==> src/rtl/scl_timing_pkg.sv <==
// Shared types for the serial clock timing generator.
package scl_timing_pkg;

    // Phase of the generated clock.
    typedef enum logic [1:0] {
        PH_IDLE = 2'd0,
        PH_LOW  = 2'd1,
        PH_HIGH = 2'd2
    } phase_t;

endpackage

==> src/rtl/scl_prescaler.sv <==
// Divides the functional clock into the internal timing tick.
// A tick is one cycle wide and comes every psc+1 cycles while active.
// Assumes: while stall is 1 the count freezes and no tick is issued, so a
// stretched phase resumes exactly where it stopped.
module scl_prescaler #(
    parameter int PSC_W = 8
) (
    input  logic             clk,
    input  logic             rst_n,
    input  logic             active,
    input  logic             stall,
    input  logic [PSC_W-1:0] psc,
    output logic             tick
);

    logic [PSC_W-1:0] div_cnt;
    logic             wrap;

    assign wrap = (div_cnt == psc);
    assign tick = active && !stall && wrap;

    // Divider count: cleared while inactive, frozen while stalled.
    always_ff @(posedge clk) begin
        if (!rst_n || !active) begin
            div_cnt <= '0;
        end else if (!stall) begin
            if (wrap) div_cnt <= '0;
            else      div_cnt <= div_cnt + 1'b1;
        end
    end

endmodule

==> src/rtl/scl_len_sel.sv <==
// Chooses the low and high count bytes for the current bus phase and adds
// the fixed offsets. Also flags settings that cannot be run.
// Assumes: configuration inputs are static or change only between phases
// as far as the caller cares; the phase machine latches the lengths.
module scl_len_sel #(
    parameter int PSC_W    = 8,
    parameter int BYTE_W   = 8,
    parameter int LOW_OFS  = 7,
    parameter int HIGH_OFS = 5,
    parameter int LEN_W    = 9
) (
    input  logic [PSC_W-1:0]    psc,
    input  logic [2*BYTE_W-1:0] low_cfg,
    input  logic [2*BYTE_W-1:0] high_cfg,
    input  logic                hs_sel,
    output logic [LEN_W-1:0]    low_len,
    output logic [LEN_W-1:0]    high_len,
    output logic                bad
);

    logic [BYTE_W-1:0] low_byte;
    logic [BYTE_W-1:0] high_byte;

    // Byte selection by bus phase: upper byte for the high-speed part.
    always_comb begin
        if (hs_sel) begin
            low_byte  = low_cfg[2*BYTE_W-1:BYTE_W];
            high_byte = high_cfg[2*BYTE_W-1:BYTE_W];
        end else begin
            low_byte  = low_cfg[BYTE_W-1:0];
            high_byte = high_cfg[BYTE_W-1:0];
        end
    end

    // Phase lengths in ticks, offset added.
    always_comb begin
        low_len  = LEN_W'(low_byte)  + LEN_W'(LOW_OFS);
        high_len = LEN_W'(high_byte) + LEN_W'(HIGH_OFS);
    end

    // Unusable setting: zero divider or zero selected count.
    always_comb begin
        bad = (psc == '0) || (low_byte == '0) || (high_byte == '0);
    end

endmodule

==> src/rtl/scl_phase_fsm.sv <==
// Alternates the clock between driven-low and released-high phases, each
// lasting a latched number of ticks. Holds the high phase while the sensed
// line is still low (clock stretching). Issues a strobe on each phase start.
// Assumes: scl_in is already synchronised to clk; the length inputs are
// sampled only when a phase begins.
module scl_phase_fsm #(
    parameter int LEN_W = 9
) (
    input  logic             clk,
    input  logic             rst_n,
    input  logic             run,
    input  logic             tick,
    input  logic [LEN_W-1:0] low_len,
    input  logic [LEN_W-1:0] high_len,
    input  logic             scl_in,
    output logic             active,
    output logic             stall,
    output logic             in_high,
    output logic             scl_o,
    output logic             low_start,
    output logic             high_start
);
    import scl_timing_pkg::*;

    phase_t           phase;
    logic [LEN_W-1:0] tick_cnt;
    logic [LEN_W-1:0] len_q;
    logic             last_tick;

    assign active    = (phase != PH_IDLE);
    assign in_high   = (phase == PH_HIGH);
    assign stall     = in_high && !scl_in;
    assign scl_o     = (phase != PH_LOW);
    assign last_tick = tick && (tick_cnt == len_q - LEN_W'(1));

    // Phase sequencing, tick counting and phase-start strobes.
    always_ff @(posedge clk) begin
        if (!rst_n) begin
            phase      <= PH_IDLE;
            tick_cnt   <= '0;
            len_q      <= '0;
            low_start  <= 1'b0;
            high_start <= 1'b0;
        end else begin
            low_start  <= 1'b0;
            high_start <= 1'b0;
            if (!run) begin
                phase    <= PH_IDLE;
                tick_cnt <= '0;
            end else begin
                case (phase)
                    PH_IDLE: begin
                        phase     <= PH_LOW;
                        len_q     <= low_len;
                        tick_cnt  <= '0;
                        low_start <= 1'b1;
                    end
                    PH_LOW: begin
                        if (last_tick) begin
                            phase      <= PH_HIGH;
                            len_q      <= high_len;
                            tick_cnt   <= '0;
                            high_start <= 1'b1;
                        end else if (tick) begin
                            tick_cnt <= tick_cnt + 1'b1;
                        end
                    end
                    PH_HIGH: begin
                        if (last_tick) begin
                            phase     <= PH_LOW;
                            len_q     <= low_len;
                            tick_cnt  <= '0;
                            low_start <= 1'b1;
                        end else if (tick) begin
                            tick_cnt <= tick_cnt + 1'b1;
                        end
                    end
                    default: begin
                        phase    <= PH_IDLE;
                        tick_cnt <= '0;
                    end
                endcase
            end
        end
    end

endmodule

==> src/rtl/scl_timing_gen.sv <==
// Serial clock timing generator for an I2C controller: prescaler, byte
// selection with fixed offsets, and the low/high phase machine with
// stretch detection.
// Assumes: scl_in is synchronised to clk; configuration is changed while
// disabled, except hs_sel which may change at any time.
module scl_timing_gen #(
    parameter int PSC_W    = 8,
    parameter int BYTE_W   = 8,
    parameter int LOW_OFS  = 7,
    parameter int HIGH_OFS = 5
) (
    input  logic                clk,
    input  logic                rst_n,
    input  logic                enable,
    input  logic                hs_sel,
    input  logic [PSC_W-1:0]    psc_div,
    input  logic [2*BYTE_W-1:0] low_cfg,
    input  logic [2*BYTE_W-1:0] high_cfg,
    input  logic                scl_in,
    output logic                scl_o,
    output logic                low_start,
    output logic                high_start,
    output logic                cfg_bad
);

    localparam int MAX_OFS = (LOW_OFS > HIGH_OFS) ? LOW_OFS : HIGH_OFS;
    localparam int MAX_LEN = (1 << BYTE_W) - 1 + MAX_OFS;
    localparam int LEN_W   = $clog2(MAX_LEN + 1);

    logic [LEN_W-1:0] low_len;
    logic [LEN_W-1:0] high_len;
    logic             run;
    logic             tick;
    logic             fsm_active;
    logic             fsm_stall;
    logic             fsm_in_high;

    assign run = enable && !cfg_bad;

    scl_len_sel #(
        .PSC_W   (PSC_W),
        .BYTE_W  (BYTE_W),
        .LOW_OFS (LOW_OFS),
        .HIGH_OFS(HIGH_OFS),
        .LEN_W   (LEN_W)
    ) u_len (
        .psc     (psc_div),
        .low_cfg (low_cfg),
        .high_cfg(high_cfg),
        .hs_sel  (hs_sel),
        .low_len (low_len),
        .high_len(high_len),
        .bad     (cfg_bad)
    );

    scl_prescaler #(
        .PSC_W(PSC_W)
    ) u_psc (
        .clk   (clk),
        .rst_n (rst_n),
        .active(fsm_active),
        .stall (fsm_stall),
        .psc   (psc_div),
        .tick  (tick)
    );

    scl_phase_fsm #(
        .LEN_W(LEN_W)
    ) u_fsm (
        .clk       (clk),
        .rst_n     (rst_n),
        .run       (run),
        .tick      (tick),
        .low_len   (low_len),
        .high_len  (high_len),
        .scl_in    (scl_in),
        .active    (fsm_active),
        .stall     (fsm_stall),
        .in_high   (fsm_in_high),
        .scl_o     (scl_o),
        .low_start (low_start),
        .high_start(high_start)
    );

endmodule

==> config.mk <==
export PLATFORM = sky130hd
export DESIGN_NAME = scl_timing_gen
export DESIGN_NICKNAME = d
export VERILOG_FILES = /design/src/rtl/scl_timing_pkg.sv /design/src/rtl/scl_prescaler.sv /design/src/rtl/scl_len_sel.sv /design/src/rtl/scl_phase_fsm.sv /design/src/rtl/scl_timing_gen.sv
export SDC_FILE = /design/constraint.sdc
export NUM_CORES = 1
export LEC_CHECK = 0
export BUFFER_PORTS_ARGS = -buffer_cell sky130_fd_sc_hd__buf_2
export CAP_MARGIN = 25
export CORE_ASPECT_RATIO = 0.6
export CORE_UTILIZATION = 50
export DETAILED_ROUTE_END_ITERATION = 10
export PLACE_DENSITY = 0.73
export SYNTH_ARGS = -nofsm -noshare
export SYNTH_HDL_FRONTEND = slang
export SYNTH_SLANG_ARGS = --single-unit
==> constraint.sdc <==
create_clock -name clk -period 3.6 [get_ports clk]
set_clock_uncertainty 0.15 [all_clocks]
set_input_delay 0.72 -clock clk [delete_from_list [all_inputs] [get_ports clk]]
set_output_delay 0.72 -clock clk [all_outputs]
set_load 0.02 [all_outputs]
# Word-level counts from Yosys, hierarchy flattened
# Cells that the tools add are included.
# classes
n_reduce_logical	25
mux	11
n_addsub	5
bitwise	3
eq_ne	7
# op_table
cell	count
9-bit one-hot mux with 3 select lines	1
8-bit zero test	3
8-bit two-way mux	3
8-bit by 3-bit adder with 9-bit output (second input constant)	2
9-bit two-way mux	2
9-bit by 1-bit adder with 9-bit output (second input constant)	1
9-bit equality test	1
9-bit by 1-bit subtractor with 9-bit output (second input constant)	1
8-bit by 1-bit adder with 8-bit output (second input constant)	1
8-bit equality test	1
2-bit one-hot mux with 3 select lines	1
1-bit logical AND	5
1-bit zero test	5
2-bit two-way mux	2
2-bit by 1-bit inequality test with 1-bit output (second input constant)	2
2-bit AND reduction	2
4-bit AND reduction	1
4-bit OR reduction	1
1-bit logical OR	3
1-bit inverter	3
3-bit AND reduction	1
3-bit nonzero test	1
2-bit by 1-bit equality test with 1-bit output (second input constant)	1
2-bit equality test (second input constant)	1
other kinds (6)	6
# totals
elab_cells	57
regBits	30
inputBits	45

# Longest topological paths before layout
# Gate-level depths: netlist (run 1).
# logic_depth
word_depth	8
ltp_mapped	11
ltp_nobuf	9

# Cells and area by module
# A second synthesis (run 1) with hierarchy kept.
# unflattened
hier_cells	311
area_unflattened_um2	2645.0
# modules_own_cells
mod	cells_per_inst	instances	area_each_um2
scl_phase_fsm	170	1	1501.4
scl_len_sel	91	1	675.6
scl_prescaler	49	1	454.2
scl_timing_gen	1	1	13.8

# Least setup slack after synthesis (run 1)
# Ideal clock, no wire load.
# synth_timing
kind	input to output
startpoint	input hs_sel
endpoint	output cfg_bad
setup_slack_ns	0.325
cell_stages	8
arrival_ns	2.405
t_required_ns	2.730
path_cell_list	clkbuf_1 clkbuf_1 mux2i_1 ha_1 nor4b_1 nand2_1 nand3_1 or2_2
# synth_via
elab_chain_len	4
word_cells_on_any_way	6
cone_classes	mux: 2; reduce/logical: 4
# synth_rtl
item	line	rtl
from (decl)	scl_timing_gen.sv:15	input logic hs_sel,
8-bit two-way mux	scl_len_sel.sv:26	if (hs_sel) begin
8-bit zero test	scl_len_sel.sv:43	bad = (psc == '0) || (low_byte == '0) || (high_byte == '0);
1-bit logical OR	scl_len_sel.sv:43	
1-bit logical OR *	scl_len_sel.sv:43	
to (decl)	scl_timing_gen.sv:23	output logic cfg_bad
# Every way passes the cells marked *; elsewhere a longest branch is shown, timed or not.

# Worst setup path after layout (run 1)
# Ends and elaborated chain as after synthesis.

==> results of run 1 <==
-- per-stage QoR --
stage / total power, mW / instances / instance area [um2]
5_1_grt: 0.952 / 414 / 2860
3_3_place_gp: 0.616 / 406 / 2770
2_1_floorplan: 0.546 / 305 / 2490
4_1_cts: 0.904 / 414 / 2860
3_5_place_dp: 0.620 / 406 / 2770
6_report: 0.899 / 414 / 2860
-- critical path, cell delays in order --
cell,delay [ps]
sky130_fd_sc_hd__buf_2,350
sky130_fd_sc_hd__mux2i_1,320
sky130_fd_sc_hd__ha_1,270
sky130_fd_sc_hd__nand3_1,90
sky130_fd_sc_hd__a21oi_1,310
sky130_fd_sc_hd__or2_2,180
sky130_fd_sc_hd__buf_2,160
-- cell families after synthesis --
kind of cell / after synthesis / share of synthesized area
and+or+nand+nor: 120 / 0.256
muxes: 22 / 0.0899
AOI/OAI and AO/OA: 53 / 0.161
DFF: 30 / 0.241
buffers and inverters: 24 / 0.0402
adders and majority gates: 10 / 0.0502
xor gates and xnor gates: 46 / 0.162
-- area by class of cell --
type                            count  area (um2)
Clock inverter                      1        5.00
Sequential cell                    30         601
Tap cell                           63        78.8
Timing Repair Buffer               50         255
Multi-Input combinational cell    251        1790
Fill cell                         426        1820
Clock buffer                        7        86.3
Inverter                           12        45.0
-- flip-flops by register name (all words and copies together) (netlist names) --
register          flops
u_fsm.len_q           9
u_fsm.high_start      1
u_fsm.low_start       1
u_fsm.phase           2
u_psc.div_cnt         8
u_fsm.tick_cnt        9
-- cells in the mapped netlist, types with 2 or more instances --
cell,count,area share
sky130_fd_sc_hd__nand3b_1,3,0.0090
sky130_fd_sc_hd__nor2_1,25,0.038
sky130_fd_sc_hd__buf_2,2,0.0040
sky130_fd_sc_hd__a21boi_0,3,0.0090
sky130_fd_sc_hd__nor4_1,8,0.020
sky130_fd_sc_hd__clkbuf_1,9,0.014
sky130_fd_sc_hd__xnor2_1,23,0.081
sky130_fd_sc_hd__mux2i_1,19,0.076
sky130_fd_sc_hd__nand4_1,7,0.018
sky130_fd_sc_hd__nand3_1,13,0.026
sky130_fd_sc_hd__a21oi_1,7,0.014
sky130_fd_sc_hd__o21ai_1,3,0.0060
sky130_fd_sc_hd__nor4b_1,3,0.011
sky130_fd_sc_hd__xor2_1,23,0.081
sky130_fd_sc_hd__nor2b_1,3,0.0075
sky130_fd_sc_hd__inv_1,12,0.018
sky130_fd_sc_hd__nand2b_1,3,0.0075
sky130_fd_sc_hd__nor3_1,5,0.010
sky130_fd_sc_hd__nand2_1,35,0.053
sky130_fd_sc_hd__ha_1,10,0.050
sky130_fd_sc_hd__o211ai_1,4,0.012
sky130_fd_sc_hd__a211oi_1,3,0.0090
sky130_fd_sc_hd__mux2_2,3,0.014
sky130_fd_sc_hd__and3_1,6,0.015
sky130_fd_sc_hd__o32ai_1,2,0.0070
sky130_fd_sc_hd__dfxtp_1,30,0.24
sky130_fd_sc_hd__o21ai_0,13,0.026
-- layout by cell type (no fill, tap or decap), types with 4 or more instances in the layout --
| cell type | synthesis | final |
|---|---|---|
| sky130_fd_sc_hd__inv_1 | 12 | 12 |
| sky130_fd_sc_hd__nand4_1 | 7 | 7 |
| sky130_fd_sc_hd__nor3_1 | 5 | 5 |
| sky130_fd_sc_hd__ha_1 | 10 | 10 |
| sky130_fd_sc_hd__buf_2 | 2 | 48 |
| sky130_fd_sc_hd__xor2_1 | 23 | 23 |
| sky130_fd_sc_hd__mux2i_1 | 19 | 19 |
| sky130_fd_sc_hd__o211ai_1 | 4 | 4 |
| sky130_fd_sc_hd__and3_1 | 6 | 6 |
| sky130_fd_sc_hd__xnor2_1 | 23 | 23 |
| sky130_fd_sc_hd__nand2_1 | 35 | 35 |
| sky130_fd_sc_hd__o21ai_0 | 13 | 13 |
| sky130_fd_sc_hd__nor4_1 | 8 | 8 |
| sky130_fd_sc_hd__nor2_1 | 25 | 25 |
| sky130_fd_sc_hd__clkbuf_8 | 0 | 6 |
| sky130_fd_sc_hd__nand3_1 | 13 | 13 |
| sky130_fd_sc_hd__a21oi_1 | 7 | 7 |
| sky130_fd_sc_hd__dfxtp_1 | 30 | 30 |
-- final timing paths --
path	start	to	slack, ps	depth (start not counted)
worst min-delay path	u_fsm.len_q[8]	u_fsm.len_q[8]	350	2
worst min register to register	u_fsm.len_q[8]	u_fsm.len_q[8]	350	2
worst max-delay path	hs_sel	cfg_bad	340	7
worst max register to register	u_fsm.len_q[0]	u_fsm.len_q[8]	580	9
-- metal layers --
metal  GRT usage  part of all wire  vias up
li1            -                 -     1186
met1       0.370              0.53     1042
met2       0.312              0.38       85
met3      0.0664             0.083        5
met4      0.0462            0.0040        0
met5           0                 0        -
-- power groups by stage --
stage	Combinational, mW	Clock (mW)	Sequential, mW
4_1_cts	0.251	0.290	0.362
3_3_place_gp	0.247	0	0.370
6_report	0.254	0.283	0.363
2_1_floorplan	0.182	0	0.364
5_1_grt	0.280	0.308	0.364
3_5_place_dp	0.250	0	0.370
==> results.env, run 1 <==
RUN_STATUS='finished clean'
GPL.FINAL_WEIGHTED_CONGESTION=0.959
TRITONCTS_NUM_SINKS=30
GRT_START_MAX_NET_PINS=20
ROWS=19
WORSTSETUPPATHTYPE='in -> out'
FINAL_NET_COUNT=405
DRIVE_ABOVE_1_SHARE=0.197
COMBPWRFRAC=0.282
CP-END-KIND='primary output'
IOPINCOUNT=49
PERIOD_SHARE=0.905
ROUTED_WL_UM=5790
TIMING.FMAX_MHz=307
FIRST_PASS_GRT_WIRE_LENGTH_UM=9760
CTSHTREEMAXLEVEL=2
POWER.LEAKAGE_nW=1.16
LAYOUT_MIN_CYCLE_TIME_PS=3260
FIRST_PASS_ITERS=4
CONGESTION_OVERFLOW_GR=0
DIEHEIGHT_UM=56.7
FLOW.AREA_GROWTH_FROM_SYNTHESIS_PCT=14.9
CP-START-KIND='input pin'
POWERDENSITY_nW_PER_UM2=314
START_UTIL=0.532
POST-PLACE-WS_PS=338
SYNTH_WARNINGS=0
RSZ0062_AT_GRT='false'
SYNTH-SEQ-AREA-SHARE=0.241
POWER.SHARE.SEQUENTIAL=0.403
AVGVIACOUNTPERCELL=5.60
CLOCKPOWERSHARE=0.314
SYN_NETS=360
SYN_INST=305
MAX_CAP_VIOLS=0
INTPOWER_uW=608
TRITONCTS='yes'
CTS_BUFFERS=5
SYN-CELL-AREA_UM2=2490
MAX_SLEW_VIOLATION_COUNT=0
SYNTH_EDF_COUNT=0
ASYNC_RESET_FF_FRAC=0
POWER_SWITCHING_uW=292
DETAIL_ROUTE.WL_PER_CELL_UM=14.0
VIA_COUNT=2318
INITIALDRTVIOLATIONCOUNT=163
CLOCK-ROOT-BUFFER='sky130_fd_sc_hd__clkbuf_8'
CRITPATHREQUIREDTIME_PS=2730
ANT_NETS=0
FINAL_UTIL=0.611
CRITICAL_PATH.MAX_FANOUT=18
MAX-CLOCK-PATH-BUFFERS=2
POST_CTS_RESIZE_COUNT=0
HOLDWS_PS=348
WORST_SLEW_PIN_SLEW_PS=666
PORT-BUFFER-COUNT=48
SYN_AVG_CELL_AREA_UM2=8.17
SETUP_TNS_PS=0
DIE_WIDTH_UM=93.2
IRDROPWORSTVDD_mV=0.196
PLACE_HPWL_UM=4720
CTS_SETUP_BUFFERS=0
CTS.CLK_SLEW.WORST_PATHS_PS=70
NETLIST-CELL-TYPE-COUNT=55
HOLDBUFCOUNTCTS=0
RELSLEWSLACK=0.550
YS.FLOP_TYPE='sky130_fd_sc_hd__dfxtp_1'
HOLD_CLASS='reg -> reg'
CLOCK_LATENCY_PS=280
SWITCH_SHARE=0.324
TIMING.CRITICAL_PATH.ARRIVAL_PS=2390
TIMING_HOLD_VIOLATIONS_FINAL=0
GRTUSAGETOTAL=0.236
ANTENNADIODECOUNT=0
SYNTH.FF_LATCH_COUNT=30
GRT_PASS1_VIAS=2083
POSTLAYOUTSETUPSLACKWORST_PS=341
DESIGN.DIE.AREA_UM2=5280
ANTENNA_FOUND_INITIAL=0
DETAIL_ROUTE.DRC_VIOLATIONS=0
REPORT.FINAL.SETUP_VIOL=0
FLOORPLAN_CORE_AREA_UM2=4680
(Power assumes the default switching activity.)
==> inputs of run 2 (changes only) <==
--- a/config.mk
+++ b/config.mk
@@ -7,8 +7,9 @@
 export LEC_CHECK = 0
 export BUFFER_PORTS_ARGS = -buffer_cell sky130_fd_sc_hd__buf_2
 export CAP_MARGIN = 25
-export CORE_ASPECT_RATIO = 0.6
+export CORE_ASPECT_RATIO = 0.9
 export CORE_UTILIZATION = 50
+export CTS_CLUSTER_SIZE = 20
 export DETAILED_ROUTE_END_ITERATION = 10
 export PLACE_DENSITY = 0.73
 export SYNTH_ARGS = -nofsm -noshare
==> run 2 against run 1 <==
Wire length down 3.2%. Global-route usage shrank 0.35 points. Critical endpoint unchanged. Flip-flop and latch count unchanged. Sequential power hardly changed. Worst setup slack improved by 52 ps. Non-clock buffer count up 1. Final cell count stayed put. First-iteration DRC count down 50%.
==> results.env, run 2 (same netlist as run 1, synthesis figures left out) <==
GRTUSAGETOTAL=0.233  # -0.00346
SETUP_TNS_PS=0  # unchanged
VIA_COUNT=2313  # -0.22%
DIEHEIGHT_UM=69.0  # +22%
COMBPWRFRAC=0.279  # -0.003
FF2FF_PATH_DEPTH=9  # unchanged
RSZ0062_AT_GRT='false'
DETAIL_ROUTE.DRC_VIOLATIONS=0  # unchanged
CONGESTION_OVERFLOW_GR=0  # unchanged
GRT_PASS1_VIAS=2157  # +3.6%
GRT_START_MAX_NET_PINS=24  # +20%
REGISTER_AREA_UM2=601  # unchanged
CLOCK_LATENCY_PS=280  # about the same
MAX_SLEW_VIOLATION_COUNT=0  # unchanged
PORT-BUFFER-COUNT=48  # unchanged
CRITICAL_PATH.MAX_FANOUT=8  # -10
CTS.CLK_SLEW.WORST_PATHS_PS=60  # about the same
SWITCH_SHARE=0.314  # -0.0104
LAYOUT.CELL_AREA.NON_FILLER_UM2=2870  # +0.22%
CLOCKPOWERSHARE=0.311  # -0.003
IRDROPWORSTVDD_mV=0.163  # -17%
FINAL_CELL_MIX='48 x sky130_fd_sc_hd__buf_2, 35 x sky130_fd_sc_hd__nand2_1, 30 x sky130_fd_sc_hd__dfxtp_1'
ANTENNA_FOUND_INITIAL=0  # unchanged
ROWS=23  # +4
FINAL_NET_COUNT=406  # +0.25%
CLOCK-ROOT-BUFFER='sky130_fd_sc_hd__clkbuf_8'
POWERDENSITY_nW_PER_UM2=309  # -1.6%
HOLD_CLASS='reg -> reg'
CTS_SETUP_BUFFERS=0  # unchanged
REG.LARGEST.LIST='u_fsm.len_q (9), u_fsm.tick_cnt (9), u_psc.div_cnt (8)'
POWER.SHARE.SEQUENTIAL=0.410  # +0.007
ANT_NETS=0  # unchanged
INITIALDRTVIOLATIONCOUNT=82  # -50%
TRITONCTS_NUM_SINKS=30  # unchanged
TIMING_HOLD_VIOLATIONS_FINAL=0  # unchanged
TIMING.HOLD.WORST_PATH_DEPTH=2  # unchanged
START_UTIL=0.541  # +0.00911
FLOORPLAN_CORE_AREA_UM2=4600  # -1.7%
POST_CTS_RESIZE_COUNT=0  # unchanged
MAX-CLOCK-PATH-BUFFERS=2  # unchanged
FIRST_PASS_GRT_WIRE_LENGTH_UM=9580  # -1.8%
CP-END-KIND='primary output'
TOTAL_POWER_uW=886  # -1.4%
DESIGN.DIE.AREA_UM2=5270  # -0.17%
INTPOWER_uW=608  # about the same
FLOW.AREA_GROWTH_FROM_SYNTHESIS_PCT=15.1
TRITONCTS='yes'
HOLDBUFCOUNTCTS=0  # unchanged
PERIOD_SHARE=0.891  # -0.0144
CP-START-KIND='input pin'
CTS_BUFFERS=5  # unchanged
DETAIL_ROUTE.WL_PER_CELL_UM=13.5  # -3.2%
TIMING.CRITICAL_PATH.ARRIVAL_PS=2340  # -50 ps
POWER.LEAKAGE_nW=1.16  # +0.44%
N_FILL_CELL=433  # +1.6%
ANTENNADIODECOUNT=0  # unchanged
LAYOUT_MIN_CYCLE_TIME_PS=3210  # -51.8 ps
REPORT.FINAL.SETUP_VIOL=0  # unchanged
MULTIINPUTGATEAREA_UM2=1790  # unchanged
DIE_WIDTH_UM=76.4  # -18%
TIMING.FMAX_MHz=312  # +1.6%
MAX_CAP_VIOLS=0  # unchanged
RELSLEWSLACK=0.583  # +0.0333
IOPINCOUNT=49  # unchanged
AVGVIACOUNTPERCELL=5.59  # -0.22%
RUN_STATUS='finished clean'
POWER_SWITCHING_uW=278  # -4.6%
ROUTED_WL_UM=5600  # -3.2%
PLACE_HPWL_UM=4420  # -6.5%
WORST_SLEW_PIN_SLEW_PS=626  # -40.8 ps
CTSHTREEMAXLEVEL=2  # unchanged
WORSTSETUPPATHTYPE='in -> out'
CRITPATHREQUIREDTIME_PS=2730  # about the same
LAYOUT.CELLS.MOST_COMMON='sky130_fd_sc_hd__buf_2'
DETAILED_PLACE.AREA_UM2=2780  # +0.23%
DRIVE_ABOVE_1_SHARE=0.199  # +0.00228
FIRST_PASS_ITERS=4  # unchanged
GPL.FINAL_WEIGHTED_CONGESTION=0.870  # -9.3%
==> run 2: cell count changes in the layout (fill, tap and decap cells not counted) <==
cell and delta:
sky130_fd_sc_hd__buf_4 +1
==> run 2: final timing paths <==
path	from	to	slack (ps)
worst max-delay path	hs_sel	cfg_bad	390
worst min-delay path	u_fsm.len_q[8]	u_fsm.len_q[8]	340
worst max register to register	u_fsm.phase[0]	u_fsm.len_q[0]	740
worst min register to register	u_fsm.len_q[8]	u_fsm.len_q[8]	340
==> run 2: stage by stage <==
stage	std cells	hold slack (ps)	worst slack, ps	utilization
2_1_floorplan	305	301	325	-
3_3_place_gp	406	335	473	0.603
3_5_place_dp	406	336	424	0.603
4_1_cts	414	344	429	0.623
5_1_grt	414	370	324	0.623
6_report	414	343	393	0.623
==> run 2: power groups by stage <==
stage	registers [mW]	logic (mW)	clock network (mW)
after global placement	0.370	0.242	0
after CTS	0.363	0.247	0.282
final	0.363	0.248	0.276
after floorplan	0.364	0.182	0
after detailed placement	0.370	0.245	0
after global routing	0.365	0.274	0.293
==> run 2: critical path, stage by stage <==
cell	delay, ps
sky130_fd_sc_hd__buf_2	210
sky130_fd_sc_hd__mux2i_1	290
sky130_fd_sc_hd__ha_1	200
sky130_fd_sc_hd__nor4b_1	380
sky130_fd_sc_hd__nand2_1	90
sky130_fd_sc_hd__nand3_1	140
sky130_fd_sc_hd__or2_2	130
sky130_fd_sc_hd__buf_2	150
==> run 2: final cells by class <==
type                            instances  area share
Clock inverter                          1     0.00174
Tap cell                               62      0.0270
Sequential cell                        30       0.209
Clock buffer                            7      0.0301
Timing Repair Buffer                   51      0.0916
Multi-Input combinational cell        251       0.625
Inverter                               12      0.0157
==> run 2: per-layer routing <==
metal	vias to the layer above	wire, um	track usage
li1	1183	-	-
met1	1062	2690	0.287
met2	62	2600	0.416
met3	6	247	0.0447
met4	0	72	0.0769
met5	-	0	0
